[src/rtl/flash_cmd_pkg.sv]
package flash_cmd_pkg;

    typedef enum logic [2:0] {
        ST_IDLE,
        ST_KEY1,
        ST_KEY2,
        ST_PDATA,
        ST_ERS0,
        ST_ERS1,
        ST_ERS2
    } fcd_state_e;

    localparam logic [7:0]  KEY1_DATA  = 8'hAA;
    localparam logic [7:0]  KEY2_DATA  = 8'h55;
    localparam logic [10:0] KEY1_ADDR  = 11'h555;
    localparam logic [10:0] KEY2_ADDR  = 11'h2AA;
    localparam logic [7:0]  OP_RESET   = 8'hF0;
    localparam logic [7:0]  OP_SIG     = 8'h90;
    localparam logic [7:0]  OP_PROG    = 8'hA0;
    localparam logic [7:0]  OP_ESETUP  = 8'h80;
    localparam logic [7:0]  OP_ECHIP   = 8'h10;
    localparam logic [7:0]  MFR_ID     = 8'h20;

endpackage

[src/rtl/fcd_match.sv]
module fcd_match
    import flash_cmd_pkg::*;
#(
    parameter int CMP_W = 11
) (
    input  logic [CMP_W-1:0] addr_i,
    input  logic [7:0]       byte_i,
    output logic             at_a1_o,
    output logic             key1_o,
    output logic             key2_o,
    output logic             op_reset_o,
    output logic             op_sig_o,
    output logic             op_prog_o,
    output logic             op_esetup_o,
    output logic             op_echip_o
);
    localparam logic [CMP_W-1:0] A1 = CMP_W'(KEY1_ADDR);
    localparam logic [CMP_W-1:0] A2 = CMP_W'(KEY2_ADDR);

    logic at_a1, at_a2;

    always_comb begin
        at_a1       = (addr_i == A1);
        at_a2       = (addr_i == A2);
        at_a1_o     = at_a1;
        key1_o      = at_a1 && (byte_i == KEY1_DATA);
        key2_o      = at_a2 && (byte_i == KEY2_DATA);
        op_reset_o  = (byte_i == OP_RESET);
        op_sig_o    = at_a1 && (byte_i == OP_SIG);
        op_prog_o   = at_a1 && (byte_i == OP_PROG);
        op_esetup_o = at_a1 && (byte_i == OP_ESETUP);
        op_echip_o  = at_a1 && (byte_i == OP_ECHIP);
    end
endmodule

[src/rtl/fcd_lockout.sv]
module fcd_lockout #(
    parameter int LOCK_CYCLES = 500
) (
    input  logic clk,
    input  logic rst_n,
    input  logic load_i,
    output logic hold_o
);
    localparam int CNT_W = $clog2(LOCK_CYCLES + 1);
    localparam logic [CNT_W-1:0] LOAD_VAL = CNT_W'(LOCK_CYCLES);

    logic [CNT_W-1:0] cnt_d, cnt_q;
    logic             hold_d, hold_q;

    always_comb begin
        cnt_d = cnt_q;
        if (load_i)
            cnt_d = LOAD_VAL;
        else if (cnt_q != '0)
            cnt_d = cnt_q - 1'b1;
        hold_d = (cnt_d != '0);
    end

    always_ff @(posedge clk) begin
        if (!rst_n) begin
            cnt_q  <= '0;
            hold_q <= 1'b0;
        end else begin
            cnt_q  <= cnt_d;
            hold_q <= hold_d;
        end
    end

    assign hold_o = hold_q;


    lock_start_chk: assert property (@(posedge clk) disable iff (!rst_n)
        $rose(hold_q) |-> $past(load_i));
endmodule

[src/rtl/fcd_sig_port.sv]
module fcd_sig_port
    import flash_cmd_pkg::*;
#(
    parameter int                DATA_W   = 16,
    parameter logic [DATA_W-1:0] DEV_CODE = 16'h0033
) (
    input  logic              clk,
    input  logic              rst_n,
    input  logic              sig_mode_i,
    input  logic [1:0]        sel_i,
    output logic [DATA_W-1:0] data_o
);
    logic [DATA_W-1:0] data_d, data_q;

    always_comb begin
        data_d = '0;
        if (sig_mode_i) begin
            case (sel_i)
                2'b00:   data_d = DATA_W'(MFR_ID);
                2'b01:   data_d = DEV_CODE;
                default: data_d = '0;
            endcase
        end
    end

    always_ff @(posedge clk) begin
        if (!rst_n) data_q <= '0;
        else        data_q <= data_d;
    end

    assign data_o = data_q;


    sig_quiet_chk: assert property (@(posedge clk) disable iff (!rst_n)
        !$past(sig_mode_i) |-> (data_q == '0));
endmodule

[src/rtl/flash_cmd_decoder.sv]
module flash_cmd_decoder
    import flash_cmd_pkg::*;
#(
    parameter int                ADDR_W      = 17,
    parameter int                DATA_W      = 16,
    parameter int                CMP_W       = 11,
    parameter int                LOCK_CYCLES = 500,
    parameter logic [DATA_W-1:0] DEV_CODE    = 16'h0033
) (
    input  logic              clk,
    input  logic              rst_n,
    input  logic              wr_en,
    input  logic [ADDR_W-1:0] wr_addr,
    input  logic [DATA_W-1:0] wr_data,
    input  logic              busy,
    input  logic [1:0]        sig_sel,
    output logic              rst_pulse,
    output logic              asel_pulse,
    output logic              prog_pulse,
    output logic              erase_pulse,
    output logic [ADDR_W-1:0] prog_addr,
    output logic [DATA_W-1:0] prog_data,
    output logic              sig_mode,
    output logic [DATA_W-1:0] sig_data,
    output logic              hold_off
);
    typedef struct packed {
        fcd_state_e        st;
        logic              sig;
        logic              rst_p;
        logic              asel_p;
        logic              prog_p;
        logic              erase_p;
        logic [ADDR_W-1:0] paddr;
        logic [DATA_W-1:0] pdata;
    } fcd_regs_t;

    fcd_regs_t r_d, r_q;

    logic at_a1, key1, key2, op_reset, op_sig, op_prog, op_esetup, op_echip;
    logic accept, do_reset, lock_load, hold;

    fcd_match #(.CMP_W(CMP_W)) u_match (
        .addr_i      (wr_addr[CMP_W-1:0]),
        .byte_i      (wr_data[7:0]),
        .at_a1_o     (at_a1),
        .key1_o      (key1),
        .key2_o      (key2),
        .op_reset_o  (op_reset),
        .op_sig_o    (op_sig),
        .op_prog_o   (op_prog),
        .op_esetup_o (op_esetup),
        .op_echip_o  (op_echip)
    );

    fcd_lockout #(.LOCK_CYCLES(LOCK_CYCLES)) u_lock (
        .clk    (clk),
        .rst_n  (rst_n),
        .load_i (lock_load),
        .hold_o (hold)
    );

    fcd_sig_port #(.DATA_W(DATA_W), .DEV_CODE(DEV_CODE)) u_sig (
        .clk        (clk),
        .rst_n      (rst_n),
        .sig_mode_i (r_q.sig),
        .sel_i      (sig_sel),
        .data_o     (sig_data)
    );

    always_comb begin
        accept    = wr_en && !busy && !hold;
        do_reset  = wr_en && op_reset && !((r_q.st == ST_PDATA) && accept);
        lock_load = do_reset && busy;

        r_d         = r_q;
        r_d.rst_p   = 1'b0;
        r_d.asel_p  = 1'b0;
        r_d.prog_p  = 1'b0;
        r_d.erase_p = 1'b0;

        if (do_reset) begin
            r_d.st    = ST_IDLE;
            r_d.sig   = 1'b0;
            r_d.rst_p = 1'b1;
        end else if (accept) begin
            r_d.st  = ST_IDLE;
            r_d.sig = 1'b0;
            case (r_q.st)
                ST_IDLE: if (key1) r_d.st = ST_KEY1;
                ST_KEY1: if (key2) r_d.st = ST_KEY2;
                ST_KEY2: begin
                    if (op_sig) begin
                        r_d.asel_p = 1'b1;
                        r_d.sig    = 1'b1;
                    end else if (op_prog) begin
                        r_d.st = ST_PDATA;
                    end else if (op_esetup) begin
                        r_d.st = ST_ERS0;
                    end
                end
                ST_PDATA: begin
                    r_d.prog_p = 1'b1;
                    r_d.paddr  = wr_addr;
                    r_d.pdata  = wr_data;
                end
                ST_ERS0: if (key1) r_d.st = ST_ERS1;
                ST_ERS1: if (key2) r_d.st = ST_ERS2;
                ST_ERS2: if (op_echip) r_d.erase_p = 1'b1;
                default: r_d.st = ST_IDLE;
            endcase
        end
    end

    always_ff @(posedge clk) begin
        if (!rst_n) begin
            r_q.st      <= ST_IDLE;
            r_q.sig     <= 1'b0;
            r_q.rst_p   <= 1'b0;
            r_q.asel_p  <= 1'b0;
            r_q.prog_p  <= 1'b0;
            r_q.erase_p <= 1'b0;
            r_q.paddr   <= '0;
            r_q.pdata   <= '0;
        end else begin
            r_q <= r_d;
        end
    end

    assign rst_pulse   = r_q.rst_p;
    assign asel_pulse  = r_q.asel_p;
    assign prog_pulse  = r_q.prog_p;
    assign erase_pulse = r_q.erase_p;
    assign prog_addr   = r_q.paddr;
    assign prog_data   = r_q.pdata;
    assign sig_mode    = r_q.sig;
    assign hold_off    = hold;


    pulse_excl_chk: assert property (@(posedge clk) disable iff (!rst_n)
        $onehot0({rst_pulse, asel_pulse, prog_pulse, erase_pulse}));


    prog_capture_chk: assert property (@(posedge clk) disable iff (!rst_n)
        prog_pulse |-> ($past(wr_en) && prog_addr == $past(wr_addr)
                        && prog_data == $past(wr_data)));


    erase_cmd_chk: assert property (@(posedge clk) disable iff (!rst_n)
        erase_pulse |-> ($past(wr_en) && $past(wr_data[7:0]) == OP_ECHIP
                         && $past(wr_addr[CMP_W-1:0]) == CMP_W'(KEY1_ADDR)));


    busy_block_chk: assert property (@(posedge clk) disable iff (!rst_n)
        (asel_pulse || prog_pulse || erase_pulse) |-> (!$past(busy) && !$past(hold_off)));


    sig_entry_chk: assert property (@(posedge clk) disable iff (!rst_n)
        $rose(sig_mode) |-> asel_pulse);


    reset_cmd_chk: assert property (@(posedge clk) disable iff (!rst_n)
        rst_pulse |-> (!sig_mode && $past(wr_en) && $past(wr_data[7:0]) == OP_RESET));
endmodule

[config.mk]
export PLATFORM = sky130hd
export DESIGN_NAME = flash_cmd_decoder
export DESIGN_NICKNAME = d
export VERILOG_FILES = /design/src/rtl/flash_cmd_pkg.sv /design/src/rtl/fcd_match.sv /design/src/rtl/fcd_lockout.sv /design/src/rtl/fcd_sig_port.sv /design/src/rtl/flash_cmd_decoder.sv
export SDC_FILE = /design/constraint.sdc
export NUM_CORES = 1
export LEC_CHECK = 0
export BUFFER_PORTS_ARGS = -buffer_cell sky130_fd_sc_hd__buf_2
export CORE_MARGIN = 4
export CORE_UTILIZATION = 54
export CTS_CLUSTER_DIAMETER = 150
export DETAILED_ROUTE_END_ITERATION = 16
export HOLD_SLACK_MARGIN = 0.05
export PLACE_DENSITY = 0.83
export REMOVE_ABC_BUFFERS = 1
export SLEW_MARGIN = 20
export SYNTH_ARGS = -nofsm -noshare
export SYNTH_HDL_FRONTEND = slang
export SYNTH_HIERARCHICAL = 1
export SYNTH_SLANG_ARGS = --single-unit
export TNS_END_PERCENT = 5
[constraint.sdc]
create_clock -name clk -period 6.8 [get_ports clk]
set_input_delay 1.36 -clock clk [delete_from_list [all_inputs] [get_ports clk]]
set_output_delay 1.36 -clock clk [all_outputs]
set_load 0.01 [all_outputs]
# After elaboration in Yosys (flattened, before gate mapping)
# Index checks and enable logic that the tools add are counted.
[word_totals]
reg_bits = 67
latchBits = 0
mem_bits_rw = 0
rom_bits = 0
out_inout_bits = 55
wordCells = 72
memories = 0
[op_classes]
n_addsub = 1
multipliers = 0
div_mod_pow = 0
order_cmp = 0
eq_ne = 16
n_shift = 0
n_mux = 16
n_bitwise = 4
reduce_logical = 24
[op_table]
columns = ["op", "count"]
rows = [
  ["== test 8 bit, second input constant", 5],
  ["2-to-1 mux 9 bit", 2],
  ["nonzero test 9 bit", 2],
  ["2-to-1 mux 3 bit", 5],
  ["one-hot mux 3 bit (5 select lines)", 1],
  ["logical AND 1 bit", 12],
  ["one-hot mux 6 bit (2 select lines)", 1],
  ["== test 11 x 10 -> 1 bit, second input constant", 1],
  ["== test 11 bit, second input constant", 1],
  ["== test 3 bit, second input constant", 3],
  ["subtractor 9 x 1 -> 9 bit, second input constant", 1],
  ["== test 8 x 5 -> 1 bit, second input constant", 1],
  ["== test 8 x 7 -> 1 bit, second input constant", 1],
  ["== test 3 x 2 -> 1 bit, second input constant", 2],
  ["2-to-1 mux 1 bit", 6],
  ["inverter 1 bit", 4],
  ["OR reduction 4 bit", 1],
  ["== test 3 x 1 -> 1 bit, second input constant", 1],
  ["zero test 1 bit", 3],
  ["zero test 3 bit", 1],
  ["AND reduction 3 bit", 1],
  ["OR reduction 3 bit", 1],
  ["== test 2 x 1 -> 1 bit, second input constant", 1],
  ["zero test 2 bit", 1],
  ["other kinds (3)", 3],
]

# Depth between registers and ports, before layout
# Gate-level depths: netlist of the first run.
[logic_depth]
depth_word = 9
ltp_mapped = 8
ltp_nobuf = 8

# Cells and area by module
# Netlist of the first run, hierarchy kept.
[modules_own_cells]
columns = ["mod", "n_inst", "cells_each", "area_each_um2", "seq_area_each_um2"]
rows = [
  ["flash_cmd_decoder", 1, 224, 1901.8, 820.8],
  ["fcd_lockout", 1, 59, 531.8, 200.2],
  ["fcd_match", 1, 26, 178.9, 0.0],
  ["fcd_sig_port", 1, 19, 168.9, 40.0],
]

# Worst setup path after synthesis of the first run
# No wires, ideal clock.
[synth_timing]
path_kind = "input to register"
startpoint = "in wr_data[0]"
endpoint = "reg u_lock.hold_q, in the netlist u_lock/hold_o"
setup_time_ps = 134
arrival_ps = 3034
required_time_ps = 6666
path_slack_ps = 3632
stages = 8
cell_sequence = "or3b_1 or3_4 nor3_1 and3_1 o211ai_1 a21oi_1 o221a_2 a41oi_2"
[synth_between]
elab_chain_len = 6
[synth_lines]
columns = ["item", "line_no", "rtl"]
rows = [
  ["from (decl)", "flash_cmd_decoder.sv:14", "input logic [DATA_W-1:0] wr_data,"],
  ["== test 8 bit", "fcd_match.sv:28", "op_reset_o = (byte_i == OP_RESET);"],
  ["named net op_reset", "flash_cmd_decoder.sv:40", "logic at_a1, key1, key2, op_reset, op_sig, op_prog, op_esetup, op_echip;"],
  ["logical AND 1 bit (2 in a row)", "flash_cmd_decoder.sv:73", "do_reset = wr_en && op_reset && !((r_q.st == ST_PDATA) && accept);"],
  ["logical AND 1 bit", "flash_cmd_decoder.sv:74", "lock_load = do_reset && busy;"],
  ["named net lock_load", "flash_cmd_decoder.sv:41", "logic accept, do_reset, lock_load, hold;"],
  ["2-to-1 mux 9 bit", "fcd_lockout.sv:17", "if (load_i)"],
  ["nonzero test 9 bit", "fcd_lockout.sv:21", "hold_d = (cnt_d != '0);"],
  ["to (signal assigned)", "fcd_lockout.sv:30", "hold_q <= hold_d;"],
  ["to (decl)", "fcd_lockout.sv:13", "logic hold_d, hold_q;"],
]
# The timed path passes the listed nets, and every way through them passes these cells.
# A chain may end at the register's enable or synchronous reset.

# Final worst setup path of the first run
# Same ends and word-level chain as after synthesis.

==> results of run 1 <==
-- layout make-up --
class                   instances  area (um^2)
multi-input cells             214         1280
well taps                      67         83.8
clock buffers                   5         68.8
repair buffers                 86          443
fillers                       436         1820
flip-flops and latches         53         1060
clock inverters                 3         68.8
inverters                       6         22.5
-- critical path: cells and delay by family --
kind,cells,cell delay [ns]
buffers and inverters,1,0.12
AND/OR/NAND/NOR,4,1.38
AO/OA/AOI/OAI,4,0.58
-- worst min-delay path by stage --
stage                           end  slack (ns)  cells after the start
floorplan           u_lock/cnt_q[8]        0.47                      2
global placement      prog_addr[16]        0.46                      2
detailed placement     prog_data[9]        0.47                      2
CTS                    prog_data[8]        0.48                      2
global route           prog_data[8]        0.50                      2
finish                 prog_data[5]        0.48                      2
-- stage by stage --
| stage | instance area (um^2) | cells | setup slack (ns) | hold slack, ns |
|---|---|---|---|---|
| 2_1_floorplan | 2370 | 273 | 3.63 | 0.467 |
| 3_3_place_gp | 2890 | 426 | 3.39 | 0.463 |
| 3_5_place_dp | 2890 | 426 | 3.28 | 0.470 |
| 4_1_cts | 3030 | 434 | 3.61 | 0.484 |
| 5_1_grt | 3030 | 434 | 3.56 | 0.504 |
| 6_report | 3030 | 434 | 3.56 | 0.481 |
-- flip-flops by register name, indices dropped and copies added, names as in the netlist --
register       flops
rst_pulse          1
prog_pulse         1
u_sig/data_o       2
asel_pulse         1
prog_addr         17
erase_pulse        1
prog_data         16
r_q                3
sig_mode           1
u_lock/cnt_q       9
u_lock/hold_o      1
-- layer usage --
| metal | track usage | vias to the layer above | wire [um] |
|---|---|---|---|
| li1 | - | 1194 | - |
| met1 | 0.259 | 1144 | 2740 |
| met2 | 0.323 | 104 | 2850 |
| met3 | 0.0666 | 6 | 639 |
| met4 | 0.0567 | 0 | 67 |
| met5 | 0 | - | 0 |
-- power groups by stage --
stage	clock [mW]	combinational [mW]	sequential, mW
floorplan	0	0.172	0.359
global placement	0	0.221	0.362
detailed placement	0	0.227	0.363
CTS	0.261	0.228	0.356
global route	0.273	0.255	0.360
finish	0.255	0.231	0.357
==> results.yml, run 1 <==
worst_setup_path:
  cpPeakStageDelay_ns: 0.41
  crit_type: "input port to flip-flop"
  startpoint: "wr_data[0]"
  endpoint: "u_lock/hold_o"
  reg2reg_from: "u_lock/cnt_q[0]"
  r2r_cells: 7
  path_cells: "buf_2 > or3b_1 > or3_4 > nor3_1 > and3_1 > o211ai_1 > a21oi_1 > o221a_2 > a41oi_2"
  crit_fanout: 4
  slowest_stage: "or3b_1"
  cp.required_ns: 6.99
  crit_path_end_kind: "flip-flop"
  r2r_slack_ns: 4.86
  arrival_ns: 3.43
  startpoint_type: "input port"
  reg2reg_to: "u_lock/hold_o"
cells_and_area:
  final_util: 0.625
  nets: 406
  drive_gt1_frac: 0.308
  antenna_cells: 0
  layout_commonest_cell: "buf_2"
  most-common-layout-cells: "buf_2 (81), dfxtp_1 (53), a21oi_1 (43), nand3_1 (39), o21ai_1 (33)"
  area_growth_pct: 9.10
route:
  dr.first_iter.drc_count: 148
  drc: 0
  ant_nets: 0
  vias_per_cell: 5.64
  firstDrtPassIters: 4
  via_count: 2448
  avgRoutedWirePerCell_um: 14.5
  wirelength_um: 6300
clock_network:
  cts_root_buf: "clkbuf_8"
  clockBufferDepth: 2
  cts.sinks: 53
  clk_pin_slew_worst_paths_ns: 0.10
  postCtsSetupRepairBufs: 0
  clock_latency_ns: 0.31
  cts_tree: "built"
  hold_buffers: 0
  cts_inserted_buffers: 5
  ctsResizeCount: 0
  cts.htree.levels: 2
hold_path:
  hp-start: "prog_data[5]"
  hold_path.class: "flip-flop to flip-flop"
place:
  hpwl_um: 4420
  place.port_buffers: 81
  gp_congestion: 0.929
sta:
  worst_slew_pin_slew_ns: 0.542
  hold_violations: 0
  fmax_mhz: 309
  fin_crit_ns: 3.24
  finClkSkew_ns: 0.00484
  setup_viol: 0
  rsz0062_at_grt: "false"
  final_max_slew_viol_count: 0
  period_share: 0.477
  slew_headroom: 0.638
  fin_setup_tns_ns: 0
die:
  die_area_mm2: 0.00636
  die_w_um: 79.7
  core_mm2: 0.00485
  fp-row-count: 25
  die_h_um: 79.7
  initial_utilization: 0.573
  ioPinCount: 94
power_and_ir_drop:
  total_power_mw: 0.842
  p_int_mw: 0.578
  vdd_drop_max_mv: 0.135
  leakage_nw: 1.24
  p_sw_frac: 0.314
  powerDensity_mw_per_mm2: 278
  seqPwrFrac: 0.424
  p_clk_frac: 0.302
  switching_power_mw: 0.264
  p_comb_frac: 0.274
logic_synthesis:
  syn-instance-count: 327
  synth_area_per_cell_um2: 8.49
  netlist_area_mm2: 0.00278
  yosys_warnings: 6
outcome:
  outcome: "finished clean"
grt:
  grt_max_degree: 41
  grtUsageTotal: 0.202
  antenna_found_initial: 0
  grt_first_pass_wirelength_um: 10300
  overflow: 0
  grt_pass1_vias: 2258
run:
  drv_cap: 0
Note: power is estimated with default switching activity, not from simulation.
==> inputs of run 2 (changes only) <==
- ABC_AREA: unset -> 1
- CORE_UTILIZATION: 54 -> 51
- PLACE_DENSITY: 0.83 -> 0.79
- clock period: 6.8 -> 3.05 ns (I/O delays scaled with it)
==> run 2 against run 1 <==
Net effect:
- via count about the same
- clock skew up 0.0065 ns
- synthesized cell count up 22%
- design area is 0.12% lower
- sequential share of layout area about the same
- combinational power increased to 2.7 times the previous value
- critical path depth increased by 4
- core utilization is 4.7 points lower
- register-to-register slack got worse by 3.6 ns
- global-route usage is 2.0 points lower
- largest power group unchanged
==> results.yml, run 2 <==
power_and_ir_drop:
  leakage_nw: 1.46
  vdd_drop_max_mv: 0.290
  powerDensity_mw_per_mm2: 604
  total_power_mw: 1.83
worst_setup_path:
  crit_fanout: 10
  cp.required_ns: 3.26
  crit_type: "input port to flip-flop"
  arrival_ns: 2.05
  crit_path_end_kind: "flip-flop"
  r2r_slack_ns: 1.31
  reg2reg_to: "u_lock/hold_o"
  startpoint_type: "input port"
  reg2reg_from: "u_lock/cnt_q[0]"
  r2r_cells: 11
route:
  via_count: 2450
  dr.first_iter.drc_count: 134
  avgRoutedWirePerCell_um: 11.5
  vias_per_cell: 4.77
  ant_nets: 0
  drc: 0
  firstDrtPassIters: 4
  wirelength_um: 5890
cells_and_area:
  seq_area_mm2: 0.00106
  layout_commonest_cell: "nor2_1"
  antenna_cells: 0
  area_growth_pct: 7.37
  largest_register_ffs: 17
  final_area_mm2: 0.00303
  drive_gt1_frac: 0.261
  multi_input_comb_area_mm2: 0.00124
  most-common-layout-cells: "nor2_1 (109), buf_2 (81), dfxtp_1 (53), nand2_1 (52), o21ai_1 (33)"
  final_util: 0.578
  nets: 483
  nFillCells: 498
clock_network:
  cts.sinks: 53
  ctsResizeCount: 0
  cts.htree.levels: 2
  cts_root_buf: "clkbuf_8"
  clockBufferDepth: 2
  clock_latency_ns: 0.31
  cts_inserted_buffers: 5
  postCtsSetupRepairBufs: 0
  hold_buffers: 0
  clk_pin_slew_worst_paths_ns: 0.10
  cts_tree: "built"
grt:
  use_met2: 0.335
  grt_max_degree: 36
  antenna_found_initial: 0
  grt_first_pass_wirelength_um: 9650
  overflow: 0
  grt_pass1_vias: 2165
  met1_usage: 0.205
  use_met3: 0.0380
  grtUsageTotal: 0.182
  globalRoute.busiestLayer: "met2"
sta:
  fin_setup_tns_ns: 0
  final_max_slew_viol_count: 0
  fmax_mhz: 544
  rsz0062_at_grt: "false"
  worst_slew_pin_slew_ns: 0.764
  hold_slack_ns: 0.464
  fin_crit_ns: 1.84
  hold_violations: 0
  slew_headroom: 0.489
  finClkSkew_ns: 0.0114
  period_share: 0.603
  setup_viol: 0
die:
  fp-row-count: 26
  die_w_um: 82.3
  initial_utilization: 0.538
  core_mm2: 0.00524
  die_h_um: 82.3
  ioPinCount: 94
  die_area_mm2: 0.00678
hold_path:
  holdPathStages: 2
  hp-start: "sig_sel[1]"
  min_to: "u_sig/data_o[5]"
  hold_path.class: "input port to flip-flop"
place:
  place.port_buffers: 81
  gp_congestion: 0.853
  placed_area_mm2: 0.00293
  hpwl_um: 4500
logic_synthesis:
  yosys_warnings: 6
  synth_area_per_cell_um2: 7.07
  syn-instance-count: 399
  netlist_area_mm2: 0.00282
run:
  drv_cap: 0
outcome:
  outcome: "finished clean"
-- run 2: through the flow --
step / setup WS, ns / std cells
after global placement: 0.993 / 506
final: 1.21 / 514
after global routing: 1.02 / 514
after floorplan: 1.26 / 354
after detailed placement: 0.924 / 506
after CTS: 1.24 / 514
-- run 2: cell type report --
| class | instances | share of cell area |
|---|---|---|
| multi-input cells | 268 | 0.411 |
| clock buffers | 5 | 0.0227 |
| flip-flops and latches | 53 | 0.351 |
| repair buffers | 82 | 0.136 |
| well taps | 70 | 0.0289 |
| inverters | 33 | 0.0409 |
| clock inverters | 3 | 0.00951 |
-- run 2: worst max-delay path, stage by stage --
cell and delay [ns]:
buf_2 0.13, nor2_4 0.16, nand2_1 0.07, nor2_1 0.14, nand3_1 0.08, inv_1 0.10
clkinv_1 0.24, nand3_1 0.20, nand2_1 0.07, nor2_1 0.08, nand3_1 0.07, nand2_1 0.06
inv_1 0.04
-- run 2: how the worst max path moves through the flow --
stage	end	slack, ns	startpoint	depth (start not counted)
floorplan	u_lock/hold_o	1.26	wr_data[1]	12
global placement	u_lock/hold_o	0.99	wr_data[1]	13
detailed placement	u_lock/hold_o	0.92	wr_data[1]	13
CTS	u_lock/hold_o	1.24	wr_data[1]	13
global route	u_lock/hold_o	1.02	wr_data[1]	13
finish	u_lock/hold_o	1.21	wr_data[1]	13
-- run 2: per-layer routing --
| metal | share of wire | wire length, um |
|---|---|---|
| met5 | 0 | 0 |
| met4 | 0.013 | 76 |
| met3 | 0.065 | 385 |
| met2 | 0.50 | 2940 |
| met1 | 0.42 | 2490 |
-- run 2: power by group --
group | switching, mW | total, mW | internal (mW)
Combinational | 0.394 | 0.619 | 0.225
Sequential | 0.0444 | 0.785 | 0.741
Clock | 0.252 | 0.424 | 0.172
==> inputs of run 3 (changes only) <==
- clock period: 3.05 -> 1.71 ns (I/O delays scaled with it)
==> run 3 against run 2 <==
Net effect:
- combinational power up 83%
- largest cell class unchanged
- sequential share of layout area down 0.88 points
- sequential cell count unchanged
- register-to-register slack worse by 1.1 ns
- critical endpoint unchanged
- worst setup slack worse by 1.0 ns
- hold slack worse by 0.28 ns
==> results.yml, run 3 (synthesis results as in run 2) <==
clock_network:
  hold_buffers: 0
  ctsResizeCount: 0
  cts_tree: "built"
  postCtsSetupRepairBufs: 0
  cts.htree.levels: 2
  cts_inserted_buffers: 5
  clk_pin_slew_worst_paths_ns: 0.10
  cts_root_buf: "clkbuf_8"
  clockBufferDepth: 2
  cts.sinks: 53
  clock_latency_ns: 0.31
sta:
  finClkSkew_ns: 0.00525
  hold_violations: 0
  fmax_mhz: 648
  fin_setup_tns_ns: 0
  final_max_slew_viol_count: 0
  period_share: 0.902
  fin_crit_ns: 1.54
  rsz0062_at_grt: "false"
  setup_viol: 0
run:
  drv_cap: 0
power_and_ir_drop:
  total_power_mw: 3.29
  powerDensity_mw_per_mm2: 1060
  leakage_nw: 1.50
  vdd_drop_max_mv: 0.401
die:
  initial_utilization: 0.538
  ioPinCount: 94
  core_mm2: 0.00524
  fp-row-count: 26
  die_w_um: 82.3
  die_h_um: 82.3
  die_area_mm2: 0.00678
worst_setup_path:
  startpoint_type: "flip-flop"
  reg2reg_from: "u_lock/cnt_q[0]"
  crit_path_end_kind: "flip-flop"
  reg2reg_to: "u_lock/hold_o"
  r2r_cells: 11
  cp.required_ns: 1.93
  crit_type: "flip-flop to flip-flop"
  crit_fanout: 8
  arrival_ns: 1.76
  startpoint: "u_lock/cnt_q[0]"
  r2r_slack_ns: 0.17
cells_and_area:
  most-common-layout-cells: "nor2_1 (109), buf_2 (81), dfxtp_1 (53), nand2_1 (52), o21ai_1 (33)"
  instances_no_fill: 521
  area_growth_pct: 10.1
  final_area_mm2: 0.00310
  nets: 490
  antenna_cells: 0
  drive_gt1_frac: 0.277
  layout_commonest_cell: "nor2_1"
  largest_register_ffs: 17
route:
  via_count: 2515
  avgRoutedWirePerCell_um: 11.7
  wirelength_um: 6120
  dr.first_iter.drc_count: 145
  firstDrtPassIters: 4
  drc: 0
  ant_nets: 0
  vias_per_cell: 4.83
grt:
  overflow: 0
  grt_first_pass_wirelength_um: 9680
  grt_pass1_vias: 2241
  grt_max_degree: 36
  antenna_found_initial: 0
  grtUsageTotal: 0.183
place:
  gp_congestion: 0.829
  placed_area_mm2: 0.00299
  dp_cells: 513
  place.port_buffers: 81
  hpwl_um: 4630
hold_path:
  min_to: "u_sig/data_o[5]"
  hp-start: "sig_sel[1]"
  hold_path.class: "input port to flip-flop"
  holdPathStages: 2
outcome:
  outcome: "finished clean"
-- run 3: cell count changes in the layout (fill, tap and decap cells not counted) --
| cell | delta |
|---|---|
| buf_4 | +6 |
| inv_2 | +1 |
| buf_12 | +1 |
| inv_1 | -1 |
| ha_4 | +1 |
| ha_1 | -1 |
-- run 3: worst max-delay path by stage --
stage,slack [ns],end,depth (start not counted)
6_report,0.17,u_lock/hold_o,11
5_1_grt,0.003,u_lock/hold_o,11
4_1_cts,0.04,u_lock/hold_o,11
3_5_place_dp,0.06,u_lock/hold_o,11
3_3_place_gp,0.13,u_lock/hold_o,13
2_1_floorplan,0.19,u_lock/hold_o,12
-- run 3: power by group --
part / internal, mW / leakage (nW) / switching, mW
Combinational: 0.427 / 1.02 / 0.705
Clock: 0.307 / 0.0506 / 0.445
Sequential: 1.32 / 0.429 / 0.0849
-- run 3: metal layers --
| metal | wire [um] | GRT usage | vias up |
|---|---|---|---|
| met3 | 409 | 0.0358 | 11 |
| met1 | 2460 | 0.197 | 1133 |
| li1 | - | - | 1293 |
| met4 | 129 | 0.0781 | 0 |
| met5 | 0 | 0 | - |
| met2 | 3120 | 0.344 | 78 |
-- run 3: metrics by stage --
step                      hold WS (ns)  worst slack [ns]  utilization
after global placement           0.457             0.128        0.572
after CTS                        0.176            0.0424        0.590
after floorplan                  0.414             0.192            -
after detailed placement         0.466            0.0641        0.572
final                            0.187             0.168        0.593
after global routing             0.172           0.00305        0.593
-- run 3: cell type report --
class / count / area (um^2)
Sequential cell: 53 / 1060
Fill cell: 507 / 2130
Clock inverter: 3 / 28.8
Tap cell: 70 / 87.6
Timing Repair Buffer: 89 / 478
Clock buffer: 5 / 68.8
Multi-Input combinational cell: 268 / 1260
Inverter: 33 / 124
-- run 3: worst max-delay path, stage by stage (launching register included) --
cell and delay [ns]:
dfxtp_1 0.33, inv_2 0.11, ha_4 0.17, nand2_1 0.09
nor2_2 0.15, nand3_4 0.14, nand2_1 0.12, nand3_1 0.08
nor2_1 0.10, nand3_1 0.07, nand2_1 0.06, inv_1 0.04
